File: src/rtl/pllrecal_pkg.sv
package pllrecal_pkg;
  localparam int CH_IDX_W = 3;

  typedef enum logic [2:0] {
    OP_RD_FB,
    OP_WR_FB_SET,
    OP_WR_FB_CLR,
    OP_WR_PLL_CAL,
    OP_WR_CH_CAL
  } busOp_e;

  typedef struct packed {
    logic                launch;
    busOp_e              op;
    logic                timerClr;
    logic                useFrac;
    logic [CH_IDX_W-1:0] chIdx;
  } ctlStrobe_t;
endpackage

File: src/rtl/pllrecal_dp.sv
module pllrecal_dp
  import pllrecal_pkg::*;
#(
  parameter int AW           = 10,
  parameter int DW           = 32,
  parameter int LC_FB_ADDR   = 'h110,
  parameter int LC_FB_BIT    = 2,
  parameter int FR_FB_ADDR   = 'h126,
  parameter int FR_FB_BIT    = 0,
  parameter int PLL_CAL_ADDR = 'h100,
  parameter int CH_CAL_BASE  = 'h200,
  parameter int TW           = 8
) (
  input  logic          clk,
  input  logic          rstN,
  input  ctlStrobe_t    ctl,
  input  logic          avWait,
  input  logic [DW-1:0] avRdata,
  output logic          avRead,
  output logic          avWrite,
  output logic [AW-1:0] avAddr,
  output logic [DW-1:0] avWdata,
  output logic          busAck,
  output logic [TW-1:0] timerVal
);
  logic [DW-1:0] rdCap;
  logic [DW-1:0] fbMask;
  logic [AW-1:0] fbAddr;

  always_comb begin
    fbAddr = ctl.useFrac ? AW'(FR_FB_ADDR) : AW'(LC_FB_ADDR);
    fbMask = ctl.useFrac ? (DW'(1) << FR_FB_BIT) : (DW'(1) << LC_FB_BIT);
  end

  assign busAck = (avRead | avWrite) & ~avWait;

  // bus request registers: raised on launch, dropped on acceptance
  always_ff @(posedge clk) begin
    if (!rstN) begin
      avRead  <= 1'b0;
      avWrite <= 1'b0;
      avAddr  <= '0;
      avWdata <= '0;
      rdCap   <= '0;
    end else begin
      if (avRead && !avWait) rdCap <= avRdata;
      if (busAck) begin
        avRead  <= 1'b0;
        avWrite <= 1'b0;
      end
      if (ctl.launch) begin
        unique case (ctl.op)
          OP_RD_FB: begin
            avRead <= 1'b1;
            avAddr <= fbAddr;
          end
          OP_WR_FB_SET: begin
            avWrite <= 1'b1;
            avAddr  <= fbAddr;
            avWdata <= rdCap | fbMask;
          end
          OP_WR_FB_CLR: begin
            avWrite <= 1'b1;
            avAddr  <= fbAddr;
            avWdata <= rdCap & ~fbMask;
          end
          OP_WR_PLL_CAL: begin
            avWrite <= 1'b1;
            avAddr  <= AW'(PLL_CAL_ADDR);
            avWdata <= DW'(1);
          end
          default: begin
            avWrite <= 1'b1;
            avAddr  <= AW'(CH_CAL_BASE) + AW'(ctl.chIdx);
            avWdata <= DW'(1);
          end
        endcase
      end
    end
  end

  // saturating wait timer shared by lock and calibration waits
  always_ff @(posedge clk) begin
    if (!rstN || ctl.timerClr) timerVal <= '0;
    else if (timerVal != '1) timerVal <= timerVal + 1'b1;
  end

  a_r6_hold_req: assert property (@(posedge clk) disable iff (!rstN)
    ((avRead || avWrite) && avWait) |=>
      ($stable(avAddr) && $stable(avWdata) && $stable(avRead) && $stable(avWrite)));

  a_r6_no_rw_overlap: assert property (@(posedge clk) disable iff (!rstN)
    !(avRead && avWrite));
endmodule

File: src/rtl/pllrecal_ctl.sv
module pllrecal_ctl
  import pllrecal_pkg::*;
#(
  parameter int NCH          = 6,
  parameter int CAL_TIMEOUT  = 4096,
  parameter int LOCK_TIMEOUT = 8192,
  parameter int TW           = 14
) (
  input  logic           clk,
  input  logic           rstN,
  input  logic           start,
  input  logic           pllSel,
  input  logic           pllLocked,
  input  logic           pllCalBusy,
  input  logic [NCH-1:0] pmaCalBusy,
  input  logic           busAck,
  input  logic [TW-1:0]  timerVal,
  output ctlStrobe_t     ctl,
  output logic           done,
  output logic           error
);
  typedef enum logic [3:0] {
    S_IDLE, S_FB_RD1, S_FB_SET, S_PCAL_REQ, S_PCAL_WAIT, S_LOCK,
    S_FB_RD2, S_FB_CLR, S_CH_REQ, S_CH_WAIT, S_DONE, S_ERR
  } state_e;

  localparam logic [CH_IDX_W-1:0] LAST_CH = CH_IDX_W'(NCH - 1);

  state_e              state, stateNext;
  logic                fresh;
  logic                selQ;
  logic [CH_IDX_W-1:0] chIdx;
  logic                seenBusy;
  logic                chBusySel;
  logic                busyNow;
  logic                calDone;
  logic                calExpire;
  logic                lockExpire;
  logic                startOk;

  always_comb begin
    chBusySel = 1'b0;
    for (int i = 0; i < NCH; i++)
      if (chIdx == CH_IDX_W'(i)) chBusySel = pmaCalBusy[i];
  end

  assign busyNow    = (state == S_PCAL_WAIT) ? pllCalBusy : chBusySel;
  assign calDone    = !fresh && seenBusy && !busyNow;
  assign calExpire  = !fresh && (timerVal >= TW'(CAL_TIMEOUT));
  assign lockExpire = !fresh && (timerVal >= TW'(LOCK_TIMEOUT));
  assign startOk    = start && (state == S_IDLE || state == S_ERR);

  always_comb begin
    stateNext = state;
    unique case (state)
      S_IDLE, S_ERR: if (start) stateNext = S_FB_RD1;
      S_FB_RD1:      if (busAck) stateNext = S_FB_SET;
      S_FB_SET:      if (busAck) stateNext = S_PCAL_REQ;
      S_PCAL_REQ:    if (busAck) stateNext = S_PCAL_WAIT;
      S_PCAL_WAIT:   if (calDone) stateNext = S_LOCK;
                     else if (calExpire) stateNext = S_ERR;
      S_LOCK:        if (pllLocked) stateNext = S_FB_RD2;
                     else if (lockExpire) stateNext = S_ERR;
      S_FB_RD2:      if (busAck) stateNext = S_FB_CLR;
      S_FB_CLR:      if (busAck) stateNext = S_CH_REQ;
      S_CH_REQ:      if (busAck) stateNext = S_CH_WAIT;
      S_CH_WAIT:     if (calDone) stateNext = (chIdx == LAST_CH) ? S_DONE : S_CH_REQ;
                     else if (calExpire) stateNext = S_ERR;
      S_DONE:        stateNext = S_IDLE;
      default:       stateNext = S_IDLE;
    endcase
  end

  always_ff @(posedge clk) begin
    if (!rstN) begin
      state    <= S_IDLE;
      fresh    <= 1'b0;
      selQ     <= 1'b0;
      chIdx    <= '0;
      seenBusy <= 1'b0;
    end else begin
      state <= stateNext;
      fresh <= (stateNext != state);
      if (startOk) begin
        selQ  <= pllSel;
        chIdx <= '0;
      end else if (state == S_CH_WAIT && calDone && chIdx != LAST_CH) begin
        chIdx <= chIdx + 1'b1;
      end
      if (fresh) seenBusy <= busyNow;
      else if (busyNow) seenBusy <= 1'b1;
    end
  end

  always_comb begin
    ctl.timerClr = fresh;
    ctl.useFrac  = selQ;
    ctl.chIdx    = chIdx;
    ctl.launch   = 1'b0;
    ctl.op       = OP_RD_FB;
    unique case (state)
      S_FB_RD1, S_FB_RD2: begin ctl.launch = fresh; ctl.op = OP_RD_FB;      end
      S_FB_SET:           begin ctl.launch = fresh; ctl.op = OP_WR_FB_SET;  end
      S_FB_CLR:           begin ctl.launch = fresh; ctl.op = OP_WR_FB_CLR;  end
      S_PCAL_REQ:         begin ctl.launch = fresh; ctl.op = OP_WR_PLL_CAL; end
      S_CH_REQ:           begin ctl.launch = fresh; ctl.op = OP_WR_CH_CAL;  end
      default: ;
    endcase
  end

  assign done  = (state == S_DONE);
  assign error = (state == S_ERR);

  a_r4_lock_gate: assert property (@(posedge clk) disable iff (!rstN)
    (state == S_FB_RD2 && $past(state) == S_LOCK) |-> $past(pllLocked));

  a_r9_done_one_cycle: assert property (@(posedge clk) disable iff (!rstN)
    done |=> !done);

  a_r9_done_err_excl: assert property (@(posedge clk) disable iff (!rstN)
    !(done && error));
endmodule

File: src/rtl/pll_fb_recal.sv
module pll_fb_recal
  import pllrecal_pkg::*;
#(
  parameter int NCH          = 6,
  parameter int AW           = 10,
  parameter int DW           = 32,
  parameter int LC_FB_ADDR   = 'h110,
  parameter int LC_FB_BIT    = 2,
  parameter int FR_FB_ADDR   = 'h126,
  parameter int FR_FB_BIT    = 0,
  parameter int PLL_CAL_ADDR = 'h100,
  parameter int CH_CAL_BASE  = 'h200,
  parameter int CAL_TIMEOUT  = 4096,
  parameter int LOCK_TIMEOUT = 8192
) (
  input  logic           clk,
  input  logic           rstN,
  input  logic           start,
  input  logic           pllSel,
  input  logic           pllLocked,
  input  logic           pllCalBusy,
  input  logic [NCH-1:0] pmaCalBusy,
  output logic           avRead,
  output logic           avWrite,
  output logic [AW-1:0]  avAddr,
  output logic [DW-1:0]  avWdata,
  input  logic [DW-1:0]  avRdata,
  input  logic           avWait,
  output logic           done,
  output logic           error
);
  localparam int MAX_TO = (CAL_TIMEOUT > LOCK_TIMEOUT) ? CAL_TIMEOUT : LOCK_TIMEOUT;
  localparam int TW     = $clog2(MAX_TO + 2);

  ctlStrobe_t    ctl;
  logic          busAck;
  logic [TW-1:0] timerVal;

  initial assert (NCH >= 1 && NCH <= 6) else $error("NCH must be 1..6");

  pllrecal_ctl #(
    .NCH(NCH), .CAL_TIMEOUT(CAL_TIMEOUT), .LOCK_TIMEOUT(LOCK_TIMEOUT), .TW(TW)
  ) u_ctl (
    .clk(clk), .rstN(rstN), .start(start), .pllSel(pllSel),
    .pllLocked(pllLocked), .pllCalBusy(pllCalBusy), .pmaCalBusy(pmaCalBusy),
    .busAck(busAck), .timerVal(timerVal), .ctl(ctl), .done(done), .error(error)
  );

  pllrecal_dp #(
    .AW(AW), .DW(DW), .LC_FB_ADDR(LC_FB_ADDR), .LC_FB_BIT(LC_FB_BIT),
    .FR_FB_ADDR(FR_FB_ADDR), .FR_FB_BIT(FR_FB_BIT),
    .PLL_CAL_ADDR(PLL_CAL_ADDR), .CH_CAL_BASE(CH_CAL_BASE), .TW(TW)
  ) u_dp (
    .clk(clk), .rstN(rstN), .ctl(ctl), .avWait(avWait), .avRdata(avRdata),
    .avRead(avRead), .avWrite(avWrite), .avAddr(avAddr), .avWdata(avWdata),
    .busAck(busAck), .timerVal(timerVal)
  );

  a_r7_err_bus_quiet: assert property (@(posedge clk) disable iff (!rstN)
    error |-> (!avRead && !avWrite));
endmodule

File: config.mk
export PLATFORM = sky130hd
export DESIGN_NAME = pll_fb_recal
export DESIGN_NICKNAME = d
export VERILOG_FILES = /design/src/rtl/pllrecal_pkg.sv /design/src/rtl/pllrecal_dp.sv /design/src/rtl/pllrecal_ctl.sv /design/src/rtl/pll_fb_recal.sv
export SDC_FILE = /design/constraint.sdc
export NUM_CORES = 1
export LEC_CHECK = 0
export BUFFER_PORTS_ARGS = -buffer_cell sky130_fd_sc_hd__buf_2
export CORE_MARGIN = 3
export CORE_UTILIZATION = 46
export CTS_CLUSTER_DIAMETER = 100
export DETAILED_ROUTE_END_ITERATION = 6
export PLACE_DENSITY_LB_ADDON = 0.12
export SLEW_MARGIN = 20
export SYNTH_ARGS = -nofsm -noshare
export SYNTH_HDL_FRONTEND = slang
export SYNTH_SLANG_ARGS = --single-unit
File: constraint.sdc
create_clock -name clk -period 4.55 [get_ports clk]
set_input_delay 0.6825 -clock clk [delete_from_list [all_inputs] [get_ports clk]]
set_output_delay 0.6825 -clock clk [all_outputs]
set_load 0.005 [all_outputs]
# After elaboration in Yosys (flattened, before gate mapping)
# Index checks and enable logic that the tools add are counted.
# op_classes
n_addsub	3
n_lt_le_gt_ge	2
eq_ne	22
n_mux	34
n_bitwise	8
reduce_logical	23
# op_table
op	n
case mux 32 bit (3 select lines)	1
2-to-1 mux 4 bit	12
case mux 4 bit (10 select lines)	1
bitwise AND 32 bit	1
NOT 32 bit	1
OR 32 bit	1
case mux 10 bit (2 select lines)	1
case mux 4 bit (5 select lines)	1
equality test 4 x 3 -> 1 bit, second input constant	4
equality test 4 bit, second input constant	4
2-to-1 mux 1 bit	15
adder 14 x 1 -> 14 bit, second input constant	1
>= comparator 14 x 13 -> 1 bit, second input constant	1
>= comparator 14 bit, second input constant	1
inequality test 14 bit, second input constant	1
equality test 3 x 2 -> 1 bit, second input constant	4
adder 10 x 3 -> 10 bit, first input constant	1
equality test 4 x 2 -> 1 bit, second input constant	2
logical AND 1 bit	8
equality test 3 x 1 -> 1 bit, second input constant	2
equality test 3 bit, second input constant	2
logical NOT 3 bit	2
2-to-1 mux 6 bit	1
OR reduction 2 bit	3
15 further kinds	21
# totals
register_bits	100
inputBits	45
out_inout_bits	46
elab_cells	103

# Longest topological paths before layout
# Gate-level depths: netlist of the first run.
# logic_depth
ltp_word	13
ltp_mapped	8

# Cells and area by module
# A second synthesis of the first run with hierarchy kept.
# unflattened
hier_cells	524
hier_area_um2	4556.9
# by_module_without_submodules
module	instances	cells_each	area_each_um2	seq_area_each_um2
pllrecal_dp	1	383	3478.3	1741.7
pllrecal_ctl	1	141	1078.5	200.2

# Least setup slack after synthesis of the first run
# OpenSTA, ideal clock, no wires.
# synth_timing
path_type	register -> register
startpoint	register u_ctl.chIdx[1]
endpoint	register u_ctl.state[0]
t_arrival_ns	2.097
required_time_ns	4.430
slack_ns	2.333
stages_incl_launch_ff	9
path_buffers	0
period_less_slack_ns	2.217
path_cell_list	dfxtp_1 > inv_1 > ha_1 > nand3b_1 > a2111oi_4 > o21ai_2 > o21a_1 > o32a_1 > o31a_1
# synth_between
elab_chain_cells	12
word_cells_on_any_way	18
cone_classes	5 x eq/ne; 10 x mux; 3 x reduce/logical
# synth_rtl
element	line	source
from (decl)	pllrecal_ctl.sv:32	logic [CH_IDX_W-1:0] chIdx;
from (signal assigned)	pllrecal_ctl.sv:88	chIdx <= chIdx + 1'b1;
logical NOT 3 bit	pllrecal_ctl.sv:44	if (chIdx == CH_IDX_W'(i)) chBusySel = pmaCalBusy[i];
2-to-1 mux 1 bit (5 in a row)	pllrecal_ctl.sv:44	
2-to-1 mux 1 bit (*)	pllrecal_ctl.sv:44	
2-to-1 mux 1 bit (*)	pllrecal_ctl.sv:47	assign busyNow = (state == S_PCAL_WAIT) ? pllCalBusy : chBusySel;
logical NOT 1 bit (*)	pllrecal_ctl.sv:48	assign calDone = !fresh && seenBusy && !busyNow;
logical AND 1 bit (*)	pllrecal_ctl.sv:48	
2-to-1 mux 4 bit, on equally long branches	pllrecal_ctl.sv:67, pllrecal_ctl.sv:60	
case mux 4 bit (10 select lines) (*)	pllrecal_ctl.sv:55	unique case (state)
to (signal assigned)	pllrecal_ctl.sv:82	state <= stateNext;
to (decl)	pllrecal_ctl.sv:29	state_e state, stateNext;
# Every way passes the cells marked *; elsewhere a longest branch is shown, timed or not.
# A chain may end at the register's enable or synchronous reset.

# Worst setup path in the final report of the first run
# layout_timing
startpoint	register u_ctl.state[0]
endpoint	register u_ctl.fresh
# layout_between
elab_chain_cells	7
word_cells_on_any_way	29
cone_classes	11 x eq/ne; 14 x mux; 4 x reduce/logical
# layout_rtl
element	line	source
equality test 4 x 3 -> 1 bit	pllrecal_ctl.sv:47, pllrecal_ctl.sv:55	
2-to-1 mux 1 bit	pllrecal_ctl.sv:47	
logical NOT 1 bit	pllrecal_ctl.sv:48	
logical AND 1 bit	pllrecal_ctl.sv:48	
2-to-1 mux 4 bit, on equally long branches	pllrecal_ctl.sv:67, pllrecal_ctl.sv:60	
case mux 4 bit (10 select lines)	pllrecal_ctl.sv:55	
inequality test 4 bit (*)	pllrecal_ctl.sv:83	fresh <= (stateNext != state);
to (signal assigned)	pllrecal_ctl.sv:83	
to (decl)	pllrecal_ctl.sv:30	logic fresh;
# Marked as above.

==> results of run 1 <==
## flip-flops by register name, indices dropped and copies added, names as in the netlist
name and count:
u_ctl.state 4, u_dp.avRead 1, u_ctl.seenBusy 1, u_dp.avAddr 7, u_dp.avWrite 1, u_dp.avWdata 32, u_ctl.chIdx 3, u_ctl.selQ 1
u_ctl.fresh 1, u_dp.rdCap 32, u_dp.timerVal 14
## worst max path at each step
stage | slack (ps) | from | end
finish | 2020 | u_ctl.state[0]$_SDFF_PN0_ | u_ctl.fresh$_SDFF_PN0_
global route | 1800 | u_ctl.state[0]$_SDFF_PN0_ | u_dp.avWdata[14]$_SDFFE_PN0P_
CTS | 2040 | u_ctl.state[0]$_SDFF_PN0_ | u_ctl.fresh$_SDFF_PN0_
detailed placement | 2050 | u_ctl.state[0]$_SDFF_PN0_ | u_ctl.fresh$_SDFF_PN0_
global placement | 1740 | u_ctl.state[3]$_SDFF_PN0_ | u_dp.avWdata[0]$_SDFFE_PN0P_
floorplan | 2330 | u_ctl.chIdx[1]$_SDFFE_PP0P_ | u_ctl.state[0]$_SDFF_PN0_
## power by group through the flow
stage / sequential (W) / combinational [W] / clock [W]
after floorplan: 0.000885 / 0.0000689 / 0
after global placement: 0.000892 / 0.0000957 / 0
after detailed placement: 0.000893 / 0.0000966 / 0
after CTS: 0.000873 / 0.0000978 / 0.000569
after global routing: 0.000877 / 0.000109 / 0.000606
final: 0.000874 / 0.0000969 / 0.000555
## synth_stat cells (all sizes together) (2+ instances only)
master / count
nor3b: 4
a211oi: 4
nor2b: 16
clkbuf: 25
a21boi: 64
and2: 6
buf: 14
ha: 7
nand4bb: 2
or3: 4
and3: 4
a221oi: 2
o21a: 4
o21ai: 15
inv: 11
a21oi: 22
nand3: 33
nand4: 6
o211ai: 2
o31ai: 4
o22ai: 2
nand2: 112
nor3: 5
nand2b: 5
nor4b: 2
dfxtp: 97
xor2: 5
a32oi: 2
xnor2: 6
mux2i: 2
a22oi: 2
nor2: 33
o31a: 3
a31oi: 4
or2: 2
o21bai: 2
## layer usage
| layer | track usage (%) | up-vias | routed length, um |
|---|---|---|---|
| met5 | 0 | - | 0 |
| met4 | 5.25 | 0 | 104 |
| met3 | 5.56 | 8 | 594 |
| met2 | 30.8 | 89 | 4980 |
| met1 | 25.7 | 1829 | 4910 |
| li1 | - | 2018 | - |
## final cells by class
cell class / count / area, um^2
Timing Repair Buffer: 92 / 473
Multi-Input combinational cell: 405 / 2370
Tap cell: 129 / 161
Fill cell: 925 / 4180
Clock inverter: 6 / 61.3
Sequential cell: 97 / 1940
Clock buffer: 10 / 138
Inverter: 11 / 41.3
## critical path, cell delays in order (launching register included)
cell and delay (ps):
sky130_fd_sc_hd__dfxtp_1 890, sky130_fd_sc_hd__nand4bb_1 430, sky130_fd_sc_hd__nor4_1 440, sky130_fd_sc_hd__a2111o_1 150, sky130_fd_sc_hd__nand4bb_1 180, sky130_fd_sc_hd__xor2_1 80
sky130_fd_sc_hd__o31a_1 260
## metrics by stage
step / setup slack, ps / total power [W] / hold WS [ps] / std cells
global placement: 1740 / 0.000988 / 441 / 734
floorplan: 2330 / 0.000954 / 440 / 552
finish: 2020 / 0.00153 / 458 / 750
CTS: 2040 / 0.00154 / 462 / 750
detailed placement: 2050 / 0.000990 / 448 / 734
global route: 1800 / 0.00159 / 480 / 750
## kinds of logic (layout without fill, tap and decap cells)
group	after synthesis	count (layout)	synth area share [%]
simple gates	241	241	25.2
flops	97	97	43.0
mux	2	2	0.443
other cells	1	3	0.0830
xor+xnor	11	11	2.13
buf+inv	50	119	4.85
compound gates	141	141	22.4
fa+ha+maj	7	7	1.94
==> flow_results.xml, run 1 <==
<?xml version="1.0" encoding="UTF-8"?>
<metrics>
  <group name="cts">
    <metric name="number_of_clock_buffers_inserted_by_tritoncts" unit="">9</metric>
    <metric name="cts-hold-fix-buffers" unit="">0</metric>
    <metric name="clkSlewWorstSetupHoldPaths" unit="ps">100</metric>
    <metric name="post_cts_resize_count" unit="">0</metric>
    <metric name="tritoncts" unit="">built</metric>
    <metric name="root_buffer" unit="">sky130_fd_sc_hd__clkbuf_8</metric>
    <metric name="clkSinkCount" unit="">97</metric>
    <metric name="max-clock-path-buffers" unit="">2</metric>
    <metric name="clock_network_latency_to_the_later_pin_of_the_worst_skew_pair" unit="ps">370</metric>
    <metric name="htree_num_levels" unit="">3</metric>
    <metric name="setup_fix_buffers_added_after_clock_tree_synthesis" unit="">0</metric>
  </group>
  <group name="die">
    <metric name="top_level_ports" unit="">91</metric>
    <metric name="fp.dieArea" unit="um^2">11000</metric>
    <metric name="die-height" unit="um">105</metric>
    <metric name="initial_core_utilization" unit="%">48.2</metric>
    <metric name="core_area" unit="um^2">9370</metric>
    <metric name="die_width" unit="um">105</metric>
    <metric name="core.rowCount" unit="">35</metric>
  </group>
  <group name="sta">
    <metric name="timing.slew.headroom" unit="%">43.4</metric>
    <metric name="fmax" unit="MHz">395</metric>
    <metric name="min_period_over_period" unit="%">55.7</metric>
    <metric name="worst-slew-pin-transition" unit="ps">848</metric>
    <metric name="clock_skew" unit="ps">10.5</metric>
    <metric name="timing.final.setup_violations" unit="">0</metric>
    <metric name="final_hold_violation_count" unit="">0</metric>
    <metric name="rsz_0062_raised_after_global_routing" unit="">false</metric>
    <metric name="totalNegativeSetupSlack" unit="ps">0</metric>
    <metric name="maxSlewViolCount" unit="">0</metric>
    <metric name="min_period" unit="ps">2530</metric>
  </group>
  <group name="final_layout">
    <metric name="layout-drive-gt1-share" unit="%">19.3</metric>
    <metric name="final_common_cell" unit="">sky130_fd_sc_hd__nand2_1</metric>
    <metric name="fin_util" unit="%">55.4</metric>
    <metric name="areaGrowthSynthToFinish" unit="%">14.9</metric>
    <metric name="final_standard_cell_area_without_fillers" unit="um^2">5190</metric>
    <metric name="count_of_nets_after_finishing" unit="">668</metric>
    <metric name="final_cell_mix" unit="">sky130_fd_sc_hd__nand2_1, sky130_fd_sc_hd__dfxtp_1, sky130_fd_sc_hd__buf_2</metric>
    <metric name="num_antenna_cells" unit="">0</metric>
  </group>
  <group name="synth">
    <metric name="ys.warnings.count" unit="">0</metric>
    <metric name="ys_dominant_reg_cell" unit="">sky130_fd_sc_hd__dfxtp_1</metric>
    <metric name="synth_enable_flop_cells" unit="">0</metric>
    <metric name="synth-seq-area-share" unit="%">43.0</metric>
    <metric name="synth_area_leaders" unit="">sky130_fd_sc_hd__dfxtp_1, sky130_fd_sc_hd__a21boi_0, sky130_fd_sc_hd__nand2_1</metric>
    <metric name="synthCells" unit="">550</metric>
    <metric name="yosysUniqueCellTypes" unit="">60</metric>
    <metric name="ys_seq_elements" unit="">97</metric>
    <metric name="syn-mean-instance-area" unit="um^2">8.21</metric>
    <metric name="yosysTopAreaCell" unit="">sky130_fd_sc_hd__dfxtp_1</metric>
    <metric name="yosys.area.top_type_share" unit="%">43.0</metric>
    <metric name="mappedNetlistArea" unit="um^2">4520</metric>
    <metric name="postSynth.asyncResetShare" unit="%">0</metric>
  </group>
  <group name="outcome">
    <metric name="outcome" unit="">completed</metric>
  </group>
  <group name="worst_setup_path">
    <metric name="worst-r2r-cell-count" unit="">6</metric>
    <metric name="crit_arrival" unit="ps">2790</metric>
    <metric name="critical_path_required" unit="ps">4810</metric>
    <metric name="setup.reg_to_reg.worst_slack" unit="ps">2020</metric>
    <metric name="endpoint_kind" unit="">register</metric>
    <metric name="rr_startpoint" unit="">u_ctl.state[0]$_SDFF_PN0_</metric>
    <metric name="regToRegEndpoint" unit="">u_ctl.fresh$_SDFF_PN0_</metric>
    <metric name="worstPathMaxFanout" unit="">26</metric>
    <metric name="start_kind" unit="">register</metric>
    <metric name="setup.worst_path.class" unit="">reg2reg</metric>
  </group>
  <group name="global_routing">
    <metric name="groute.usage.overall" unit="%">19.4</metric>
    <metric name="grt_antenna_before_repair" unit="">0</metric>
    <metric name="grt_max_degree" unit="">82</metric>
    <metric name="wire_length_of_the_first_global_routing_pass" unit="mm">17.7</metric>
    <metric name="number_of_global_route_vias_before_repair" unit="">3708</metric>
    <metric name="globalRouteOverflowTotal" unit="">0</metric>
  </group>
  <group name="pwr">
    <metric name="power_frac_comb" unit="%">6.4</metric>
    <metric name="pwr_per_cell_area" unit="nW/um^2">294</metric>
    <metric name="clock_power_share" unit="%">36.4</metric>
    <metric name="max-vdd-ir-drop" unit="uV">192</metric>
    <metric name="sequentialPowerShare" unit="%">57.3</metric>
    <metric name="power.net_switching" unit="W">0.000393</metric>
    <metric name="total_leakage_power" unit="nW">1.96</metric>
    <metric name="cell_internal_pwr" unit="W">0.00113</metric>
    <metric name="switching_part_of_the_total_power" unit="%">25.8</metric>
  </group>
  <group name="route">
    <metric name="wirelength" unit="mm">10.6</metric>
    <metric name="remaining_drc_errors" unit="">0</metric>
    <metric name="via_to_cell_ratio" unit="">5.26</metric>
    <metric name="drtAntennaViolNets" unit="">0</metric>
    <metric name="initialDrtViolationCount" unit="">221</metric>
    <metric name="avgRoutedWirePerCell" unit="um">14.1</metric>
    <metric name="via_count" unit="">3944</metric>
    <metric name="length_of_the_first_detailed_routing_pass_in_iterations" unit="">5</metric>
  </group>
  <group name="flow_run">
    <metric name="timing.max_cap.violations" unit="">0</metric>
  </group>
  <group name="placed_design">
    <metric name="globalplace.congestion" unit="">0.823</metric>
    <metric name="post-dp-hpwl" unit="mm">7.11</metric>
    <metric name="i_o_buffers" unit="">87</metric>
    <metric name="placed_area" unit="um^2">4990</metric>
  </group>
  <group name="worst_hold_path">
    <metric name="hp-start" unit="">u_dp.avWdata[28]$_SDFFE_PN0P_</metric>
    <metric name="whs_path_depth" unit="">2</metric>
    <metric name="min_delay_path_class" unit="">reg2reg</metric>
    <metric name="worst_hold_path_ep" unit="">u_dp.avWdata[28]$_SDFFE_PN0P_</metric>
  </group>
</metrics>
Note: power is estimated with default switching activity, not from simulation.
==> inputs of run 2 (changes only) <==
==> constraint.sdc (replaced) <==
create_clock -name clk -period 2.35 [get_ports clk]
set_input_delay 0.3525 -clock clk [delete_from_list [all_inputs] [get_ports clk]]
set_output_delay 0.3525 -clock clk [all_outputs]
set_load 0.005 [all_outputs]
==> run 2 against run 1 <==
Combinational power rose by 110%. First-iteration DRC count shrank 31%. Cell area grew 3.9%. Clock-buffer cell count stayed put. Sequential share of layout area fell by 1.4 points. Maximum frequency is 13% higher. Global-route usage about the same.
==> flow_results.xml, run 2 (synthesis results as in run 1) <==
<?xml version="1.0" encoding="UTF-8"?>
<metrics>
  <group name="outcome">
    <metric name="outcome" unit="">completed</metric>
  </group>
  <group name="worst_setup_path">
    <metric name="setup.worst_path.class" unit="">reg2reg</metric>
    <metric name="crit_arrival" unit="ps">2510</metric>
    <metric name="critPathMaxStageDelay" unit="ps">450</metric>
    <metric name="critical_path_required" unit="ps">2610</metric>
    <metric name="setup.reg_to_reg.worst_slack" unit="ps">100</metric>
    <metric name="critPathTopFamily" unit="">compound AO/OA/AOI/OAI gates</metric>
    <metric name="critPathSlowestCell" unit="">sky130_fd_sc_hd__a2111oi_4</metric>
    <metric name="cell_chain_critical_path" unit="">inv_1 -&gt; ha_2 -&gt; nand3b_1 -&gt; a2111oi_4 -&gt; o21ai_2 -&gt; o21a_1 -&gt; o32a_1 -&gt; o31a_1</metric>
    <metric name="start_kind" unit="">register</metric>
    <metric name="endpoint_kind" unit="">register</metric>
    <metric name="worstPathMaxFanout" unit="">4</metric>
    <metric name="critPathBufInv" unit="">1</metric>
  </group>
  <group name="pwr">
    <metric name="sequentialPowerShare" unit="%">56.2</metric>
    <metric name="max-vdd-ir-drop" unit="uV">382</metric>
    <metric name="power.net_switching" unit="W">0.000724</metric>
    <metric name="total_power" unit="W">0.00300</metric>
    <metric name="power_frac_comb" unit="%">6.8</metric>
    <metric name="clock_power_share" unit="%">37.0</metric>
    <metric name="switching_part_of_the_total_power" unit="%">24.2</metric>
    <metric name="total_leakage_power" unit="nW">2.09</metric>
    <metric name="pwr_per_cell_area" unit="nW/um^2">555</metric>
    <metric name="cell_internal_pwr" unit="W">0.00227</metric>
  </group>
  <group name="global_routing">
    <metric name="grt_max_degree" unit="">52</metric>
    <metric name="globalRouteOverflowTotal" unit="">0</metric>
    <metric name="grt_antenna_before_repair" unit="">0</metric>
    <metric name="groute.usage.overall" unit="%">19.3</metric>
    <metric name="number_of_global_route_vias_before_repair" unit="">3829</metric>
    <metric name="wire_length_of_the_first_global_routing_pass" unit="mm">17.7</metric>
  </group>
  <group name="die">
    <metric name="core_area" unit="um^2">9370</metric>
    <metric name="top_level_ports" unit="">91</metric>
    <metric name="fp.dieArea" unit="um^2">11000</metric>
    <metric name="initial_core_utilization" unit="%">48.2</metric>
    <metric name="die_width" unit="um">105</metric>
    <metric name="core.rowCount" unit="">35</metric>
    <metric name="die-height" unit="um">105</metric>
  </group>
  <group name="cts">
    <metric name="clkSinkCount" unit="">97</metric>
    <metric name="root_buffer" unit="">sky130_fd_sc_hd__clkbuf_8</metric>
    <metric name="number_of_clock_buffers_inserted_by_tritoncts" unit="">9</metric>
    <metric name="htree_num_levels" unit="">3</metric>
    <metric name="tritoncts" unit="">built</metric>
    <metric name="max-clock-path-buffers" unit="">2</metric>
    <metric name="clock_network_latency_to_the_later_pin_of_the_worst_skew_pair" unit="ps">370</metric>
    <metric name="clkSlewWorstSetupHoldPaths" unit="ps">100</metric>
  </group>
  <group name="sta">
    <metric name="timing.slew.headroom" unit="%">63.3</metric>
    <metric name="min_period_over_period" unit="%">95.7</metric>
    <metric name="rsz_0062_raised_after_global_routing" unit="">false</metric>
    <metric name="min_period" unit="ps">2250</metric>
    <metric name="totalNegativeSetupSlack" unit="ps">0</metric>
    <metric name="fmax" unit="MHz">445</metric>
    <metric name="clock_skew" unit="ps">10.3</metric>
    <metric name="worst-slew-pin-transition" unit="ps">551</metric>
    <metric name="timing.final.setup_violations" unit="">0</metric>
    <metric name="maxSlewViolCount" unit="">0</metric>
    <metric name="final_hold_violation_count" unit="">0</metric>
  </group>
  <group name="route">
    <metric name="via_count" unit="">4054</metric>
    <metric name="initialDrtViolationCount" unit="">153</metric>
    <metric name="drtAntennaViolNets" unit="">0</metric>
    <metric name="avgRoutedWirePerCell" unit="um">13.6</metric>
    <metric name="wirelength" unit="mm">10.5</metric>
    <metric name="length_of_the_first_detailed_routing_pass_in_iterations" unit="">4</metric>
    <metric name="via_to_cell_ratio" unit="">5.24</metric>
    <metric name="remaining_drc_errors" unit="">0</metric>
  </group>
  <group name="final_layout">
    <metric name="layoutNonFillerInstCount" unit="">774</metric>
    <metric name="count_of_nets_after_finishing" unit="">692</metric>
    <metric name="regArea" unit="um^2">1940</metric>
    <metric name="final_common_cell" unit="">sky130_fd_sc_hd__nand2_1</metric>
    <metric name="areaGrowthSynthToFinish" unit="%">19.4</metric>
    <metric name="reg.largest.list" unit="">u_dp.avWdata: 32 flops, u_dp.rdCap: 32 flops, u_dp.timerVal: 14 flops</metric>
    <metric name="multiInputGateArea" unit="um^2">2380</metric>
    <metric name="layout-drive-gt1-share" unit="%">22.5</metric>
    <metric name="final_cell_mix" unit="">sky130_fd_sc_hd__nand2_1, sky130_fd_sc_hd__dfxtp_1, sky130_fd_sc_hd__buf_2</metric>
    <metric name="final.fill_count" unit="">897</metric>
    <metric name="num_antenna_cells" unit="">0</metric>
  </group>
  <group name="placed_design">
    <metric name="globalplace.congestion" unit="">0.909</metric>
    <metric name="post-dp-hpwl" unit="mm">7.54</metric>
    <metric name="i_o_buffers" unit="">87</metric>
    <metric name="placed_cells_incl_taps" unit="">756</metric>
  </group>
  <group name="flow_run">
    <metric name="timing.max_cap.violations" unit="">0</metric>
  </group>
  <group name="worst_hold_path">
    <metric name="min_delay_path_class" unit="">in2reg</metric>
  </group>
</metrics>
==> run 2: final cells by class <==
| class | instances | area share, % |
|---|---|---|
| multi-input combinational | 405 | 44.1 |
| sequential | 97 | 36.0 |
| timing repair buffer | 116 | 12.3 |
| tap | 129 | 2.99 |
| clock buffer | 10 | 2.37 |
| clock inverter | 6 | 1.39 |
| inverter | 11 | 0.766 |
==> run 2: what timing repair did <==
item / CTS / global route
setup endpoints to repair: 0 / 1
hold buffers: 0 / 0
gates resized for setup: 0 / 4
endpoints found under the hold margin: 0 / 0
buffers inserted: 0 / 2
==> run 2: stage by stage <==
step / utilization (%) / setup slack, ps / cell area (um^2) / hold WS [ps]
floorplan: - / 133 / 4520 / 440
global placement: 55.2 / 156 / 5170 / 437
detailed placement: 55.2 / 88.5 / 5170 / 440
CTS: 57.3 / 76.3 / 5370 / 201
global route: 57.5 / 21.5 / 5390 / 205
finish: 57.5 / 101 / 5390 / 220
==> run 2: worst paths after layout <==
path                                               startpoint                       endpoint  cells after the start
worst max-delay path              u_ctl.chIdx[1]$_SDFFE_PP0P_      u_ctl.state[0]$_SDFF_PN0_                      8
worst min-delay path                               avRdata[8]     u_dp.rdCap[8]$_SDFFE_PN0P_                      3
worst max register to register    u_ctl.chIdx[1]$_SDFFE_PP0P_      u_ctl.state[0]$_SDFF_PN0_                      8
worst min register to register  u_dp.avWdata[28]$_SDFFE_PN0P_  u_dp.avWdata[28]$_SDFFE_PN0P_                      2
==> run 2: layer usage <==
metal / wire length (um) / part of all wire (%) / track usage, % / vias up
met3: 596 / 5.7 / 4.26 / 12
met2: 4830 / 46 / 30.4 / 108
met1: 4950 / 47 / 25.3 / 1865
met4: 172 / 1.6 / 8.53 / 0
li1: - / - / - / 2069
met5: 0 / 0 / 0 / -
==> run 2: power by group through the flow <==
stage | registers [W] | clock network (W) | logic (W)
finish | 0.00168 | 0.00111 | 0.000204
CTS | 0.00168 | 0.00114 | 0.000203
detailed placement | 0.00172 | 0 | 0.000202
floorplan | 0.00171 | 0 | 0.000133
global placement | 0.00172 | 0 | 0.000199
global route | 0.00169 | 0.00120 | 0.000227
==> run 2: worst min-delay path, delay by kind of cell <==
kind                   cells  cell delay (ps)
buffers and inverters      1               90
AOI/OAI and AO/OA          1               60
and+or+nand+nor            1               40
==> inputs of run 3 (changes only) <==
--- a/config.mk
+++ b/config.mk
@@ -5,12 +5,13 @@
 export SDC_FILE = /design/constraint.sdc
 export NUM_CORES = 1
 export LEC_CHECK = 0
-export BUFFER_PORTS_ARGS = -buffer_cell sky130_fd_sc_hd__buf_2
 export CORE_MARGIN = 3
-export CORE_UTILIZATION = 46
+export CORE_UTILIZATION = 42
 export CTS_CLUSTER_DIAMETER = 100
 export DETAILED_ROUTE_END_ITERATION = 6
+export DONT_BUFFER_PORTS = 1
 export PLACE_DENSITY_LB_ADDON = 0.12
+export SKIP_LAST_GASP = 1
 export SLEW_MARGIN = 20
 export SYNTH_ARGS = -nofsm -noshare
 export SYNTH_HDL_FRONTEND = slang
==> run 3 against run 2 <==
Global-route usage shrank 1.8 points. Worst setup slack lost 24 ps. Critical path depth is the same. Largest power group unchanged.
==> flow_results.xml, run 3 (synthesis results as in run 1) <==
<?xml version="1.0" encoding="UTF-8"?>
<metrics>
  <group name="route">
    <metric name="wirelength" unit="mm">10.5</metric>
    <metric name="routed_met2_length" unit="mm">4.73</metric>
    <metric name="remaining_drc_errors" unit="">0</metric>
    <metric name="highest_metal_layer_with_signal_wires" unit="">met4</metric>
    <metric name="initialDrtViolationCount" unit="">170</metric>
    <metric name="avgRoutedWirePerCell" unit="um">15.3</metric>
    <metric name="drtAntennaViolNets" unit="">0</metric>
    <metric name="length_of_the_first_detailed_routing_pass_in_iterations" unit="">4</metric>
    <metric name="met1Wirelength" unit="mm">4.95</metric>
    <metric name="met3_length" unit="um">725</metric>
    <metric name="via_count" unit="">3717</metric>
    <metric name="via_to_cell_ratio" unit="">5.39</metric>
  </group>
  <group name="cts">
    <metric name="number_of_clock_buffers_inserted_by_tritoncts" unit="">9</metric>
    <metric name="clock_network_latency_to_the_later_pin_of_the_worst_skew_pair" unit="ps">360</metric>
    <metric name="tritoncts" unit="">built</metric>
    <metric name="clkSlewWorstSetupHoldPaths" unit="ps">110</metric>
    <metric name="clkSinkCount" unit="">97</metric>
    <metric name="max-clock-path-buffers" unit="">2</metric>
    <metric name="htree_num_levels" unit="">3</metric>
    <metric name="cts-hold-fix-buffers" unit="">0</metric>
    <metric name="root_buffer" unit="">sky130_fd_sc_hd__clkbuf_8</metric>
  </group>
  <group name="global_routing">
    <metric name="globalRouteOverflowTotal" unit="">0</metric>
    <metric name="number_of_global_route_vias_before_repair" unit="">3390</metric>
    <metric name="groute.usage.overall" unit="%">17.5</metric>
    <metric name="grt_max_degree" unit="">83</metric>
    <metric name="grt_antenna_before_repair" unit="">0</metric>
    <metric name="wire_length_of_the_first_global_routing_pass" unit="mm">16.9</metric>
  </group>
  <group name="sta">
    <metric name="maxSlewViolCount" unit="">0</metric>
    <metric name="hold-worst-slack" unit="ps">117</metric>
    <metric name="timing.final.setup_violations" unit="">0</metric>
    <metric name="min_period" unit="ps">2270</metric>
    <metric name="clock_skew" unit="ps">14.7</metric>
    <metric name="fmax" unit="MHz">440</metric>
    <metric name="timing.slew.headroom" unit="%">63.3</metric>
    <metric name="final_hold_violation_count" unit="">0</metric>
    <metric name="min_period_over_period" unit="%">96.8</metric>
    <metric name="setup_slack" unit="ps">76.2</metric>
    <metric name="worst-slew-pin-transition" unit="ps">547</metric>
  </group>
  <group name="worst_setup_path">
    <metric name="critical_path_required" unit="ps">2600</metric>
    <metric name="setup.worst_path.class" unit="">reg2reg</metric>
    <metric name="start_kind" unit="">register</metric>
    <metric name="worstPathMaxFanout" unit="">5</metric>
    <metric name="critPathSlowestCell" unit="">sky130_fd_sc_hd__a2111oi_4</metric>
    <metric name="crit_arrival" unit="ps">2520</metric>
    <metric name="endpoint_kind" unit="">register</metric>
    <metric name="cell_chain_critical_path" unit="">inv_1 -&gt; ha_2 -&gt; nand3b_1 -&gt; a2111oi_4 -&gt; o21ai_2 -&gt; o21a_1 -&gt; o32a_1 -&gt; o31a_1</metric>
    <metric name="critPathMaxStageDelay" unit="ps">440</metric>
  </group>
  <group name="final_layout">
    <metric name="reg.largest.list" unit="">u_dp.avWdata: 32 flops, u_dp.rdCap: 32 flops, u_dp.timerVal: 14 flops</metric>
    <metric name="num_antenna_cells" unit="">0</metric>
    <metric name="final.fill_count" unit="">1063</metric>
    <metric name="areaGrowthSynthToFinish" unit="%">9.34</metric>
    <metric name="final_common_cell" unit="">sky130_fd_sc_hd__nand2_1</metric>
    <metric name="final_standard_cell_area_without_fillers" unit="um^2">4940</metric>
    <metric name="layout-drive-gt1-share" unit="%">9.95</metric>
    <metric name="final_cell_mix" unit="">sky130_fd_sc_hd__nand2_1, sky130_fd_sc_hd__dfxtp_1, sky130_fd_sc_hd__a21boi_0</metric>
    <metric name="count_of_nets_after_finishing" unit="">600</metric>
  </group>
  <group name="die">
    <metric name="core.rowCount" unit="">37</metric>
    <metric name="top_level_ports" unit="">91</metric>
    <metric name="die-height" unit="um">110</metric>
    <metric name="fp.dieArea" unit="um^2">12000</metric>
    <metric name="initial_core_utilization" unit="%">43.6</metric>
    <metric name="die_width" unit="um">110</metric>
    <metric name="core_area" unit="um^2">10400</metric>
  </group>
  <group name="placed_design">
    <metric name="placed_area" unit="um^2">4720</metric>
    <metric name="post-dp-hpwl" unit="mm">7.28</metric>
    <metric name="detailedPlace.worstSlack" unit="ps">78.6</metric>
    <metric name="i_o_buffers" unit="">0</metric>
    <metric name="globalplace.congestion" unit="">0.870</metric>
  </group>
  <group name="worst_hold_path">
    <metric name="min_delay_path_class" unit="">in2reg</metric>
  </group>
  <group name="outcome">
    <metric name="outcome" unit="">completed</metric>
  </group>
  <group name="pwr">
    <metric name="max-vdd-ir-drop" unit="uV">335</metric>
    <metric name="total_power" unit="W">0.00290</metric>
    <metric name="total_leakage_power" unit="nW">1.65</metric>
    <metric name="pwr_per_cell_area" unit="nW/um^2">587</metric>
  </group>
  <group name="flow_run">
    <metric name="timing.max_cap.violations" unit="">0</metric>
  </group>
</metrics>
[run 3: worst paths after layout]
check	slack, ps	startpoint	cells past startpoint	to
setup reg to reg	80	u_ctl.chIdx[1]$_SDFFE_PP0P_	8	u_ctl.state[0]$_SDFF_PN0_
hold reg to reg	470	u_dp.rdCap[6]$_SDFFE_PN0P_	2	u_dp.rdCap[6]$_SDFFE_PN0P_
hold / removal	120	avRdata[18]	2	u_dp.rdCap[18]$_SDFFE_PN0P_
setup / recovery	80	u_ctl.chIdx[1]$_SDFFE_PP0P_	8	u_ctl.state[0]$_SDFF_PN0_
[run 3: what timing repair did]
action	4_1_cts	5_1_grt
setup buffers	0	2
setup endpoints to repair	0	1
gates resized for setup	0	5
[run 3: worst max-delay path: cells and delay by family, from the launching register on]
family	cells	cell delay, ps
AND/OR/NAND/NOR	1	200
buffers and inverters	1	50
adder cells (fa/ha/maj)	1	210
AO/OA/AOI/OAI	5	1380
flip-flops	1	340
[run 3: routing by layer]
metal | up-vias | GRT usage (%)
li1 | 1883 | -
met2 | 95 | 27.7
met3 | 11 | 5.58
met4 | 0 | 4.90
met1 | 1728 | 23.0
met5 | - | 0
[run 3: final cells by class]
class                           instances  area [um^2]  area share [%]
Clock buffer                           10          138            2.79
Clock inverter                          6         61.3            1.24
Inverter                               11         41.3           0.836
Multi-Input combinational cell        405         2380            48.2
Sequential cell                        97         1940            39.4
Tap cell                              136          170            3.45
Timing Repair Buffer                   24          205            4.16
[run 3: power by group]
part           internal [W]  switching, W  leakage, nW
clock              0.000438      0.000632       0.0978
combinational     0.0000715     0.0000724        0.769
sequential          0.00166     0.0000197        0.784
[run 3: per-stage QoR]
stage | TNS [ps] | cells | util, %
finish | 0 | 689 | 47.6
global route | -14.7 | 689 | 47.6
CTS | 0 | 687 | 47.4
detailed placement | 0 | 671 | 45.5
global placement | 0 | 671 | 45.5
floorplan | 0 | 552 | -
